<file path="config.mk">
export PLATFORM = sky130hd
export DESIGN_NAME = flash_lane_mapper
export DESIGN_NICKNAME = d
export VERILOG_FILES = /design/src/rtl/flm_pkg.sv /design/src/rtl/flm_cfg_check.sv /design/src/rtl/flm_lane_fill.sv /design/src/rtl/flm_addr_map.sv /design/src/rtl/flm_read_merge.sv /design/src/rtl/flash_lane_mapper.sv
export SDC_FILE = /design/constraint.sdc
export NUM_CORES = 1
export LEC_CHECK = 0
export ABC_AREA = 1
export BUFFER_PORTS_ARGS = -buffer_cell sky130_fd_sc_hd__buf_2
export CORE_ASPECT_RATIO = 1.2
export CORE_MARGIN = 2
export CORE_UTILIZATION = 30
export DETAILED_ROUTE_END_ITERATION = 10
export RECOVER_POWER = 50
export REMOVE_ABC_BUFFERS = 1
export SETUP_SLACK_MARGIN = 0.5
export SYNTH_ARGS = -nofsm -noshare
export SYNTH_HDL_FRONTEND = slang
export SYNTH_HIERARCHICAL = 1
export SYNTH_SLANG_ARGS = --single-unit
</file>
<file path="constraint.sdc">
create_clock -name clk -period 14.7 [get_ports clk]
set_input_delay 0.735 -clock clk [delete_from_list [all_inputs] [get_ports clk]]
set_output_delay 0.735 -clock clk [all_outputs]
set_load 0.1 [all_outputs]
</file>
<file path="src/rtl/flm_pkg.sv">
package flm_pkg;
    typedef enum logic [2:0] {
        OP_CMD  = 3'd0,
        OP_Q8   = 3'd1,
        OP_STAT = 3'd2,
        OP_Q16  = 3'd3,
        OP_Q32  = 3'd4
    } flm_op_e;

    typedef enum logic [1:0] {
        ST_IDLE,
        ST_ACCESS,
        ST_RESP
    } flm_state_e;
endpackage

</file>
<file path="src/rtl/flm_cfg_check.sv">
module flm_cfg_check #(
    parameter int MAX_BUS_BYTES = 4,
    parameter int CW_W = $clog2(MAX_BUS_BYTES) + 1
) (
    input  logic [CW_W-1:0] bus_bytes,
    input  logic [CW_W-1:0] chip_bytes,
    output logic            cfg_ok
);
    localparam logic [CW_W-1:0] ONE  = CW_W'(1);
    localparam logic [CW_W-1:0] MAXV = CW_W'(MAX_BUS_BYTES);

    assign cfg_ok = (bus_bytes != '0) && (chip_bytes != '0)
                 && ((bus_bytes & (bus_bytes - ONE)) == '0)
                 && ((chip_bytes & (chip_bytes - ONE)) == '0)
                 && (chip_bytes <= bus_bytes)
                 && (bus_bytes <= MAXV);
endmodule

</file>
<file path="src/rtl/flm_lane_fill.sv">
module flm_lane_fill #(
    parameter int MAX_BUS_BYTES = 4,
    parameter int CW_W = $clog2(MAX_BUS_BYTES) + 1,
    localparam int DW = 8 * MAX_BUS_BYTES
) (
    input  logic [7:0]      cmd,
    input  logic [CW_W-1:0] bus_bytes,
    input  logic [CW_W-1:0] chip_bytes,
    input  logic            big,
    output logic [DW-1:0]   wdata
);
    for (genvar k = 0; k < MAX_BUS_BYTES; k++) begin : g_lane
        logic [CW_W-1:0] idx;
        logic [7:0]      lane_b;
        always_comb begin
            idx = big ? CW_W'(k + 1) : (bus_bytes - CW_W'(k));
            if (CW_W'(k) >= bus_bytes)
                lane_b = '0;
            else if ((idx & (chip_bytes - CW_W'(1))) == '0)
                lane_b = cmd;
            else
                lane_b = '0;
        end
        assign wdata[8*k +: 8] = lane_b;
    end
endmodule

</file>
<file path="src/rtl/flm_addr_map.sv">
module flm_addr_map #(
    parameter int ADDR_W = 32,
    parameter int OFF_W  = 16,
    parameter int CW_W   = 3
) (
    input  logic [ADDR_W-1:0] base,
    input  logic [ADDR_W-1:0] sect_off,
    input  logic [OFF_W-1:0]  offset,
    input  logic [1:0]        beat,
    input  logic              x16,
    input  logic [CW_W-1:0]   bus_bytes,
    output logic [ADDR_W-1:0] addr
);
    logic [ADDR_W-1:0] word, scaled;

    always_comb begin
        word   = ADDR_W'(offset) + ADDR_W'(beat);
        scaled = x16 ? (word << 1) : word;
        addr   = base + sect_off + scaled * ADDR_W'(bus_bytes);
    end
endmodule

</file>
<file path="src/rtl/flm_read_merge.sv">
module flm_read_merge #(
    parameter int MAX_BUS_BYTES = 4,
    parameter int CW_W = $clog2(MAX_BUS_BYTES) + 1,
    localparam int DW = 8 * MAX_BUS_BYTES
) (
    input  logic [DW-1:0]   rdata,
    input  logic [CW_W-1:0] bus_bytes,
    input  logic [CW_W-1:0] chip_bytes,
    input  logic            big,
    output logic [7:0]      pick,
    output logic [7:0]      merged
);
    int b, c;
    assign b = int'(bus_bytes);
    assign c = int'(chip_bytes);

    always_comb begin
        pick   = '0;
        merged = '0;
        for (int k = 0; k < MAX_BUS_BYTES; k++) begin
            if (!big && k == 0)
                pick = rdata[8*k +: 8];
            if (big && k == b - 1)
                pick = rdata[8*k +: 8];
            if (big ? ((k < b) && ((b - 1 - k) * c < b)) : (k * c < b))
                merged = merged | rdata[8*k +: 8];
        end
    end
endmodule

</file>
<file path="src/rtl/flash_lane_mapper.sv">
module flash_lane_mapper
    import flm_pkg::*;
#(
    parameter int MAX_BUS_BYTES = 4,
    parameter int ADDR_W = 32,
    parameter int OFF_W  = 16,
    parameter int SECT_W = 8,
    localparam int CW_W  = $clog2(MAX_BUS_BYTES) + 1,
    localparam int DW    = 8 * MAX_BUS_BYTES
) (
    input  logic              clk,
    input  logic              rst_n,
    input  logic [ADDR_W-1:0] cfg_base,
    input  logic [CW_W-1:0]   cfg_bus_bytes,
    input  logic [CW_W-1:0]   cfg_chip_bytes,
    input  logic              cfg_big_endian,
    input  logic              cfg_bus_swap,
    input  logic              cfg_x16_as_x8,
    input  logic              req_valid,
    output logic              req_ready,
    input  logic [2:0]        req_op,
    input  logic [7:0]        req_cmd,
    input  logic [SECT_W-1:0] req_sector,
    input  logic [ADDR_W-1:0] req_sect_off,
    input  logic [OFF_W-1:0]  req_offset,
    output logic              rsp_valid,
    output logic              rsp_err,
    output logic [31:0]       rsp_data,
    output logic              bus_req,
    output logic              bus_we,
    output logic [ADDR_W-1:0] bus_addr,
    output logic [DW-1:0]     bus_wdata,
    input  logic              bus_ack,
    input  logic [DW-1:0]     bus_rdata
);
    flm_state_e        st_q, st_n;
    flm_op_e           op_q;
    logic [7:0]        cmd_q;
    logic [ADDR_W-1:0] base_q, soff_q;
    logic [OFF_W-1:0]  off_q;
    logic [CW_W-1:0]   bw_q, cw_q;
    logic              be_q, x16_q, err_q;
    logic [1:0]        beat_q, last_beat;
    logic [31:0]       acc_q;

    logic              cfg_ok, op_ok, accept;
    logic [DW-1:0]     fill;
    logic [7:0]        pick, merged, rd_byte;
    logic [ADDR_W-1:0] addr;

    assign op_ok  = (req_op <= 3'd4);
    assign accept = (st_q == ST_IDLE) && req_valid;

    flm_cfg_check #(.MAX_BUS_BYTES(MAX_BUS_BYTES), .CW_W(CW_W)) u_chk (
        .bus_bytes(cfg_bus_bytes), .chip_bytes(cfg_chip_bytes), .cfg_ok(cfg_ok));

    flm_lane_fill #(.MAX_BUS_BYTES(MAX_BUS_BYTES), .CW_W(CW_W)) u_fill (
        .cmd(cmd_q), .bus_bytes(bw_q), .chip_bytes(cw_q), .big(be_q), .wdata(fill));

    flm_addr_map #(.ADDR_W(ADDR_W), .OFF_W(OFF_W), .CW_W(CW_W)) u_addr (
        .base(base_q), .sect_off(soff_q), .offset(off_q), .beat(beat_q),
        .x16(x16_q), .bus_bytes(bw_q), .addr(addr));

    flm_read_merge #(.MAX_BUS_BYTES(MAX_BUS_BYTES), .CW_W(CW_W)) u_merge (
        .rdata(bus_rdata), .bus_bytes(bw_q), .chip_bytes(cw_q), .big(be_q),
        .pick(pick), .merged(merged));

    always_comb begin
        unique case (op_q)
            OP_Q16:  last_beat = 2'd1;
            OP_Q32:  last_beat = 2'd3;
            default: last_beat = 2'd0;
        endcase
    end

    assign rd_byte = (op_q == OP_STAT) ? merged : pick;

    // next state
    always_comb begin
        st_n = st_q;
        unique case (st_q)
            ST_IDLE:   if (req_valid) st_n = (cfg_ok && op_ok) ? ST_ACCESS : ST_RESP;
            ST_ACCESS: if (bus_ack && beat_q == last_beat) st_n = ST_RESP;
            ST_RESP:   st_n = ST_IDLE;
            default:   st_n = ST_IDLE;
        endcase
    end

    // state register
    always_ff @(posedge clk or negedge rst_n) begin
        if (!rst_n) st_q <= ST_IDLE;
        else        st_q <= st_n;
    end

    // request capture and beat accumulation
    always_ff @(posedge clk or negedge rst_n) begin
        if (!rst_n) begin
            op_q <= OP_CMD; cmd_q <= '0; base_q <= '0; soff_q <= '0; off_q <= '0;
            bw_q <= '0; cw_q <= '0; be_q <= 1'b0; x16_q <= 1'b0; err_q <= 1'b0;
            beat_q <= '0; acc_q <= '0;
        end else if (accept) begin
            op_q   <= flm_op_e'(req_op);
            cmd_q  <= req_cmd;
            base_q <= cfg_base;
            soff_q <= (req_sector == '0) ? '0 : req_sect_off;
            off_q  <= req_offset;
            bw_q   <= cfg_bus_bytes;
            cw_q   <= cfg_chip_bytes;
            be_q   <= cfg_big_endian ^ cfg_bus_swap;
            x16_q  <= cfg_x16_as_x8;
            err_q  <= !(cfg_ok && op_ok);
            beat_q <= '0;
            acc_q  <= '0;
        end else if (st_q == ST_ACCESS && bus_ack) begin
            if (op_q != OP_CMD) acc_q[8*beat_q +: 8] <= rd_byte;
            beat_q <= beat_q + 2'd1;
        end
    end

    // outputs
    always_comb begin
        req_ready = (st_q == ST_IDLE);
        bus_req   = (st_q == ST_ACCESS);
        bus_we    = (st_q == ST_ACCESS) && (op_q == OP_CMD);
        bus_addr  = addr;
        bus_wdata = bus_we ? fill : '0;
        rsp_valid = (st_q == ST_RESP);
        rsp_err   = err_q;
        rsp_data  = acc_q;
    end

    AST_BAD_CFG_REJECT: assert property (@(posedge clk) disable iff (!rst_n)
        (req_valid && req_ready && !cfg_ok) |=> (rsp_valid && rsp_err && !bus_req));
    AST_UPPER_LANES_ZERO: assert property (@(posedge clk) disable iff (!rst_n)
        (bus_req && bus_we) |-> ((bus_wdata >> (8 * bw_q)) == '0));
    AST_HOLD_ACCESS: assert property (@(posedge clk) disable iff (!rst_n)
        (bus_req && !bus_ack) |=> (bus_req && $stable(bus_addr) && $stable(bus_wdata)));
    AST_SINGLE_RSP: assert property (@(posedge clk) disable iff (!rst_n)
        rsp_valid |=> (!rsp_valid && req_ready));
    AST_BAD_OP_REJECT: assert property (@(posedge clk) disable iff (!rst_n)
        (req_valid && req_ready && req_op > 3'd4) |=> (rsp_valid && rsp_err && !bus_req));
endmodule

</file>
==> key figures, run 1 <==
Setup path
  • Critical path cell sequence: ha_1 > fa_1 > nand2_1 > nor2_1 > nand2_1 > xor2_1 > inv_1 > o21ai_0 > nor2_1 > fa_1 > fa_1 > inv_1 > fa_1 > inv_1 > ha_1 > nand2_1 > nor2_1 > nand3_1 > nand3_1 > nand2_1 > nand2_1 > nand2_1 > nand2_1 > buf_2
  • R2R Path Start: bw_q[2]
  • Worst path arrival time: 6180 ps
  • R2R setup slack: 8680 ps
  • Bufs and invs on worst path: 4
  • Most used cell, CP: nand2_1
  • CP Capture Type: output port
  • Crit Path Category: flop to output port
  • Crit path max fanout: 13
  • Critical path required time: 13970 ps
  • Worst path max stage delay: 580 ps
  • Launch point of the worst path: beat_q[0]
  • Nature of the critical path startpoint: flop
  • CP top delay family: adder cells
  • Crit-path slowest cell: dfrtp_1

Outcome
  • Run status: finished with violations
  • Failing checks: capacitance limit, slew limit

Route
  • Routed wire per std cell: 14.01 microns
  • Via/cell ratio: 4.549
  • Drt pass-1 iters: 5
  • Post-route ant nets: 0
  • DRC violation count after routing: 0
  • Final wirelength: 45730 microns
  • DRT iter0 DRCs: 808
  • Routed vias: 14847

Floorplanning
  • Die X: 211.6 microns
  • Rows: 91
  • Die area: 0.05355 sq mm
  • Core Region: 0.05124 sq mm
  • Chip Height: 253.1 microns
  • Initial Utilization: 30.27%
  • I/O Pins: 245

CTS
  • Setup Buffers After CTS: 0
  • CTS Root Cell: clkbuf_16
  • Hold-fix buffers at CTS: 0
  • Worst-path clk slew: 70 ps
  • CTS Buf Count: 17
  • Max clock buf depth: 2
  • CTS tree: built
  • H-tree lvl count: 4
  • # clock sinks: 136
  • Post-CTS sizing: 0
  • Clk Latency, worst-skew pair: 490 ps

Timing
  • Setup TNS: 0 ps
  • FMAX: 144.6 MHz
  • Final hold vios: 0
  • Period utilization: 47.05%
  • Layout Skew: 10.26 ps
  • Slew @ Worst Pin: 4007 ps
  • Min Tclk post-route: 6917 ps
  • Slew Limit Fails: 295
  • Final setup viols: 0
  • Max-slew headroom: -167.1%
  • RSZ-0062 raised after global routing: no

Run
  • Max Cap Violations: 5

Cells and area
  • Final Core Density: 34.95%
  • Register area: 0.003403 sq mm
  • Nets: 2978
  • Fill count: 5732
  • Area occupied by multi-input gates: 0.01008 sq mm
  • Share of post-route cells with drive strength above 1: 11.60%
  • Syn-to-layout area delta: 15.43%

Global route
  • Antenna violations before repair: 3
  • Vias in the first global route: 14498
  • Tot GR Track Use: 17.53%
  • Largest net degree at the start of global routing: 95
  • Gr ovfl total: 0
  • First-pass GRT wire length: 73510 microns

Logic synthesis
  • Synthesized area per cell: 6.534 sq um
  • Unique cell type count in the Yosys netlist: 47
  • Mapped cell area: 0.01551 sq mm
  • Synth area leaders: dfrtp_1 22%, nand2_1 20%, ha_1 12%
  • Yosys top cell by area: dfrtp_1
  • Post-synth EDFFs: 0
  • Flops & latches, synth: 136
  • Asr flop ratio synth: 100.0%
  • Register area share after synthesis: 21.94%
  • Area share of the largest cell type after synthesis: 21.94%
  • Dominant synthesized flop cell: dfrtp_1
  • Total number of yosys warnings: 6
  • Cells after Synth: 2374

Worst hold path
  • Hold Path Class: primary input to flop
  • Hold path startpoint: req_offset[11]

Placed design
  • Detailed placement HPWL: 36470 microns
  • PortBufs: 244
  • Placer congestion estimate: 0.9259
final timing paths:
check,to,cells past startpoint
worst max-delay path,bus_addr[29],24
worst min-delay path,off_q[11],3
worst max register to register,rsp_data[13],30
worst min register to register,soff_q[29],2
max in group asynchronous,rsp_data[21],3
min in group asynchronous,soff_q[0],1
flip-flops by register name, summed over array words and instances, names as in the netlist:
name and cells:
x16_q 1, st_q 2, base_q 32, bw_q 3, op_q 3, cmd_q 8, rsp_data 32, rsp_err 1
beat_q 2, off_q 16, be_q 1, soff_q 32, cw_q 3
through the flow:
step | cells | area [sq um] | setup slack (ps) | hold slack (ps)
global route | 3264 | 17900 | 6534 | 426.0
detailed placement | 3230 | 17370 | 8334 | 468.1
global placement | 3230 | 17370 | 8341 | 465.0
finish | 3264 | 17900 | 7783 | 438.6
CTS | 3262 | 17970 | 7737 | 233.3
floorplan | 2327 | 15260 | 8231 | 439.4
routing by layer:
metal  global-route usage (%)  up-vias  part of all wire, %
li1                         -     7630                    -
met1                    20.75     6881                   43
met2                    31.84      292                   51
met3                    3.497       42                  4.5
met4                    5.070        2                  1.8
met5                        0        -                0.028
cells in the mapped netlist, drive strengths merged (3+ instances only):
library cell and n:
inv 468, nor3 10, nand2 839, nand3 167
nor2 266, clkinv 4, a21oi 70, or2 3
o21ai 43, dfrtp 136, fa 84, nand4 22
ha 152, xor2 23, o211ai 9, xnor2 6
buf 33, nand3b 5, o21bai 6, clkbuf 14
a21o 3
tightest hold or removal path, delay by kind of cell:
| family | cells | cell delay (ps) |
|---|---|---|
| buf+inv | 1 | 70 |
| simple gates | 2 | 80 |
area by class of cell:
type / count / area share [%]
inverter: 472 / 9.937
sequential: 136 / 19.01
timing repair buffer: 252 / 6.841
clock buffer: 18 / 2.453
antenna: 2 / 0.02795
tap: 651 / 4.549
multi-input combinational: 1719 / 56.28
clock inverter: 14 / 0.9085
cells in the final DEF, fill, tap and decap left out, types with 4 or more instances in the layout:
cell       instances
clkbuf_16         17
o21ai_0           23
o21bai_1           6
nand2_2           18
nand3_2            5
dfrtp_1          136
o211ai_1           9
nor3_1            10
ha_1             152
buf_4              5
inv_6              4
inv_1            455
fa_1              84
nand3b_1           5
inv_2             12
nand3_1          162
nor2_1           258
xor2_1            23
clkbuf_1          39
nand4_1           22
o21ai_1           18
nor2_2             4
xnor2_1            5
buf_2            208
clkinv_1           4
nand2_1          816
nor2_4             4
a21oi_1           66
logic make-up after synthesis:
kind of cell | share of synthesized area, %
flops | 21.94
compound gates | 5.211
buf+inv | 13.10
fa+ha+maj | 23.10
xor+xnor | 1.758
simple gates | 34.89
Power of run 1 is left out: the tool's default activity adds up to more than one toggle a clock period on the data nets, which glitch-free logic cannot reach.
==> inputs of run 2 (changes only) <==
--- a/config.mk
+++ b/config.mk
@@ -5,7 +5,7 @@
 export SDC_FILE = /design/constraint.sdc
 export NUM_CORES = 1
 export LEC_CHECK = 0
-export ABC_AREA = 1
+export ABC_AREA = 0
 export BUFFER_PORTS_ARGS = -buffer_cell sky130_fd_sc_hd__buf_2
 export CORE_ASPECT_RATIO = 1.2
 export CORE_MARGIN = 2
==> constraint.sdc (replaced) <==
create_clock -name clk -period 6.8 [get_ports clk]
set_input_delay 0.34 -clock clk [delete_from_list [all_inputs] [get_ports clk]]
set_output_delay 0.34 -clock clk [all_outputs]
set_load 0.1 [all_outputs]
==> run 2 against run 1 <==
  * The run still ends with capacitance limit, slew limit left
  * Via count shrank 9.6%
  * Non-clock buffer count grew 37
  * Setup slack lost 7200 ps
  * Synthesized cell count shrank 27%
  * Critical path type unchanged
  * Largest cell class unchanged
==> key figures, run 2 <==
Timing
  • Worst setup margin: 583.0 ps (-7200 ps)
  • Min Tclk post-route: 6217 ps
  • Slew @ Worst Pin: 4952 ps (+944.9 ps)
  • FMAX: 160.9 MHz
  • Final setup viols: 0 (unchanged)
  • RSZ-0062 raised after global routing: yes
  • Final hold vios: 0 (unchanged)
  • Min Hold Slack: 74.58 ps (-364.0 ps)
  • Layout Skew: 12.82 ps (+2.559 ps)
  • Max-slew headroom: -230.1% (-63 points)
  • Slew Limit Fails: 161 (-45%)
  • Period utilization: 91.43%

Logic synthesis
  • Dominant synthesized flop cell: dfrtp_1
  • Post-synth EDFFs: 0 (unchanged)
  • Total number of yosys warnings: 6 (unchanged)
  • Synthesized area per cell: 8.493 sq um (+30%)
  • Yosys top cell by area: dfrtp_1
  • Count leader, synth: nand2_1
  • Flops & latches, synth: 136 (unchanged)
  • Unique cell type count in the Yosys netlist: 100 (+110%)
  • Mapped cell area: 0.01481 sq mm (-4.5%)
  • Cells after Synth: 1744 (-27%)
  • Register area share after synthesis: 22.98% (+1.0 points)
  • Area share of the largest cell type after synthesis: 22.98% (+1.0 points)
  • Asr flop ratio synth: 100.0% (unchanged)
  • List of most frequent post-synthesis cells: 274 x nand2_1, 213 x inv_1, 152 x ha_1
  • Synth area leaders: dfrtp_1 23%, ha_1 13%, fa_1 11%

Route
  • Final wirelength: 45650 microns (-0.19%)
  • Via/cell ratio: 5.084 (+12%)
  • Drt pass-1 iters: 5 (unchanged)
  • Routed wire per std cell: 17.28 microns (+23%)
  • Routed vias: 13426 (-9.6%)
  • DRC violation count after routing: 0 (unchanged)
  • Post-route ant nets: 0 (unchanged)
  • DRT iter0 DRCs: 708 (-12%)

CTS
  • CTS Buf Count: 17 (unchanged)
  • # clock sinks: 136 (unchanged)
  • CTS Root Cell: clkbuf_16
  • H-tree lvl count: 4 (unchanged)
  • Worst-path clk slew: 70 ps (about the same)
  • Clk Latency, worst-skew pair: 450 ps (-40 ps)
  • Max clock buf depth: 2 (unchanged)
  • CTS tree: built

Floorplanning
  • Die area: 0.05117 sq mm (-4.4%)
  • I/O Pins: 245 (unchanged)
  • Die X: 206.8 microns (-2.2%)
  • Core Region: 0.04900 sq mm (-4.4%)
  • Rows: 89 (-2.2%)
  • Initial Utilization: 30.23% (-0.044 points)
  • Chip Height: 247.4 microns (-2.2%)

Global route
  • Tot GR Track Use: 17.58% (+0.049 points)
  • Largest net degree at the start of global routing: 84 (-12%)
  • Gr ovfl total: 0 (unchanged)
  • First-pass GRT wire length: 70670 microns (-3.9%)
  • Vias in the first global route: 13409 (-7.5%)
  • Antenna violations before repair: 7 (+4)

Setup path
  • Most used cell, CP: fa_1
  • Worst path arrival time: 5880 ps (-300 ps)
  • CP Capture Type: output port
  • Launch point of the worst path: beat_q[0]
  • Critical path cell sequence: ha_4 > fa_2 > nand2_4 > nor2_4 > nand4_1 > xor2_2 > mux2i_2 > and2_4 > fa_1 > fa_1 > inv_1 > fa_1 > inv_2 > ha_4 > and2_4 > nand3_2 > a311o_1 > a211oi_2 > mux2_4 > o211ai_1 > buf_6
  • R2R setup slack: 990 ps (-7690 ps)
  • Crit path max fanout: 5 (-8)
  • Crit Path Category: flop to output port
  • Crit-path slowest cell: fa_1
  • CP top delay family: adder cells
  • RR Endpoint: rsp_data[3]
  • Setup crit end: bus_addr[17]
  • R2R Path Start: bw_q[1]
  • Bufs and invs on worst path: 3 (-1)
  • Critical path required time: 6460 ps (-7510 ps)
  • R2R depth: 23 (-23%)
  • Crit path depth: 21 (-13%)
  • Worst path max stage delay: 490 ps (-90 ps)
  • Nature of the critical path startpoint: flop

Worst hold path
  • Hold Path Class: primary input to flop
  • Hold path startpoint: cfg_base[28]

Cells and area
  • Syn-to-layout area delta: 21.33%
  • Most frequent cells in the layout: 271 x nand2_1, 210 x inv_1, 194 x buf_2
  • Fill count: 5099 (-11%)
  • Final std cells w/o fill: 2641 (-19%)
  • Commonest non-fill, non-tap cell in the layout: nand2_1
  • Nets: 2367 (-21%)
  • Share of post-route cells with drive strength above 1: 20.85% (+9.2 points)

Run
  • Max Cap Violations: 2 (-3)

Placed design
  • Placer congestion estimate: 0.8668 (-6.4%)
  • Dpl cells: 2583 (-20%)
  • Pre-CTS setup slack: 353.6 ps (-7981 ps)
  • PortBufs: 244 (unchanged)
  • Detailed placement HPWL: 34990 microns (-4.0%)

Outcome
  • Run status: finished with violations
  • Failing checks: capacitance limit, slew limit
-- run 2: kinds of logic after synthesis --
logic type	count (synthesis)	synth area share, %
xor+xnor	50	3.007
buf+inv	282	8.000
simple gates	668	22.53
flops	136	22.98
compound gates	348	17.60
mux	24	1.698
fa+ha+maj	236	24.19
-- run 2: repair_timing --
action | in CTS | in global routing
endpoints found under the hold margin | 40 | 0
buffers inserted | 0 | 21
setup endpoints to repair | 18 | 25
hold buffers | 1 | 0
pin swaps | 3 | 39
gates resized for setup | 35 | 90
-- run 2: final cells by class --
type	instances	area [sq um]	area share, %
inverter	217	818.3	4.553
clock buffer	19	452.9	2.520
antenna	4	10.01	0.05570
timing repair buffer	289	1665	9.267
multi-input combinational	1326	10690	59.47
tap	637	797.0	4.435
sequential	136	3407	18.96
clock inverter	13	133.9	0.7450
-- run 2: worst min path at each step --
stage	depth (start not counted)	slack (ps)	end
after floorplan	0	40	base_q[0]
after global placement	2	460	rsp_data[0]
after detailed placement	2	460	base_q[3]
after CTS	3	40	base_q[28]
after global routing	3	70	base_q[28]
final	3	70	base_q[28]
-- run 2: tightest hold or removal path, delay by kind of cell --
family,cells,cell delay [ps]
and+or+nand+nor,2,80
buffers and inverters,1,80
-- run 2: layer usage --
| layer | GRT usage [%] | share of wire, % | wire length (microns) | vias up |
|---|---|---|---|---|
| met5 | 0 | 0 | 0 | - |
| met2 | 31.38 | 51 | 23360 | 335 |
| li1 | - | - | - | 6511 |
| met1 | 21.50 | 43 | 19560 | 6521 |
| met4 | 6.800 | 2.4 | 1102 | 0 |
| met3 | 1.996 | 3.6 | 1623 | 59 |
-- run 2: per-stage QoR --
step           setup TNS, ps  cell area (sq um)  util (%)
6_report                   0              17970     36.68
5_1_grt                    0              17970     36.68
4_1_cts                    0              17460     35.64
3_5_place_dp               0              16720     34.13
3_3_place_gp               0              16720     34.13
2_1_floorplan          -1741              14440         -
Power of run 2 is left out for the same reason.
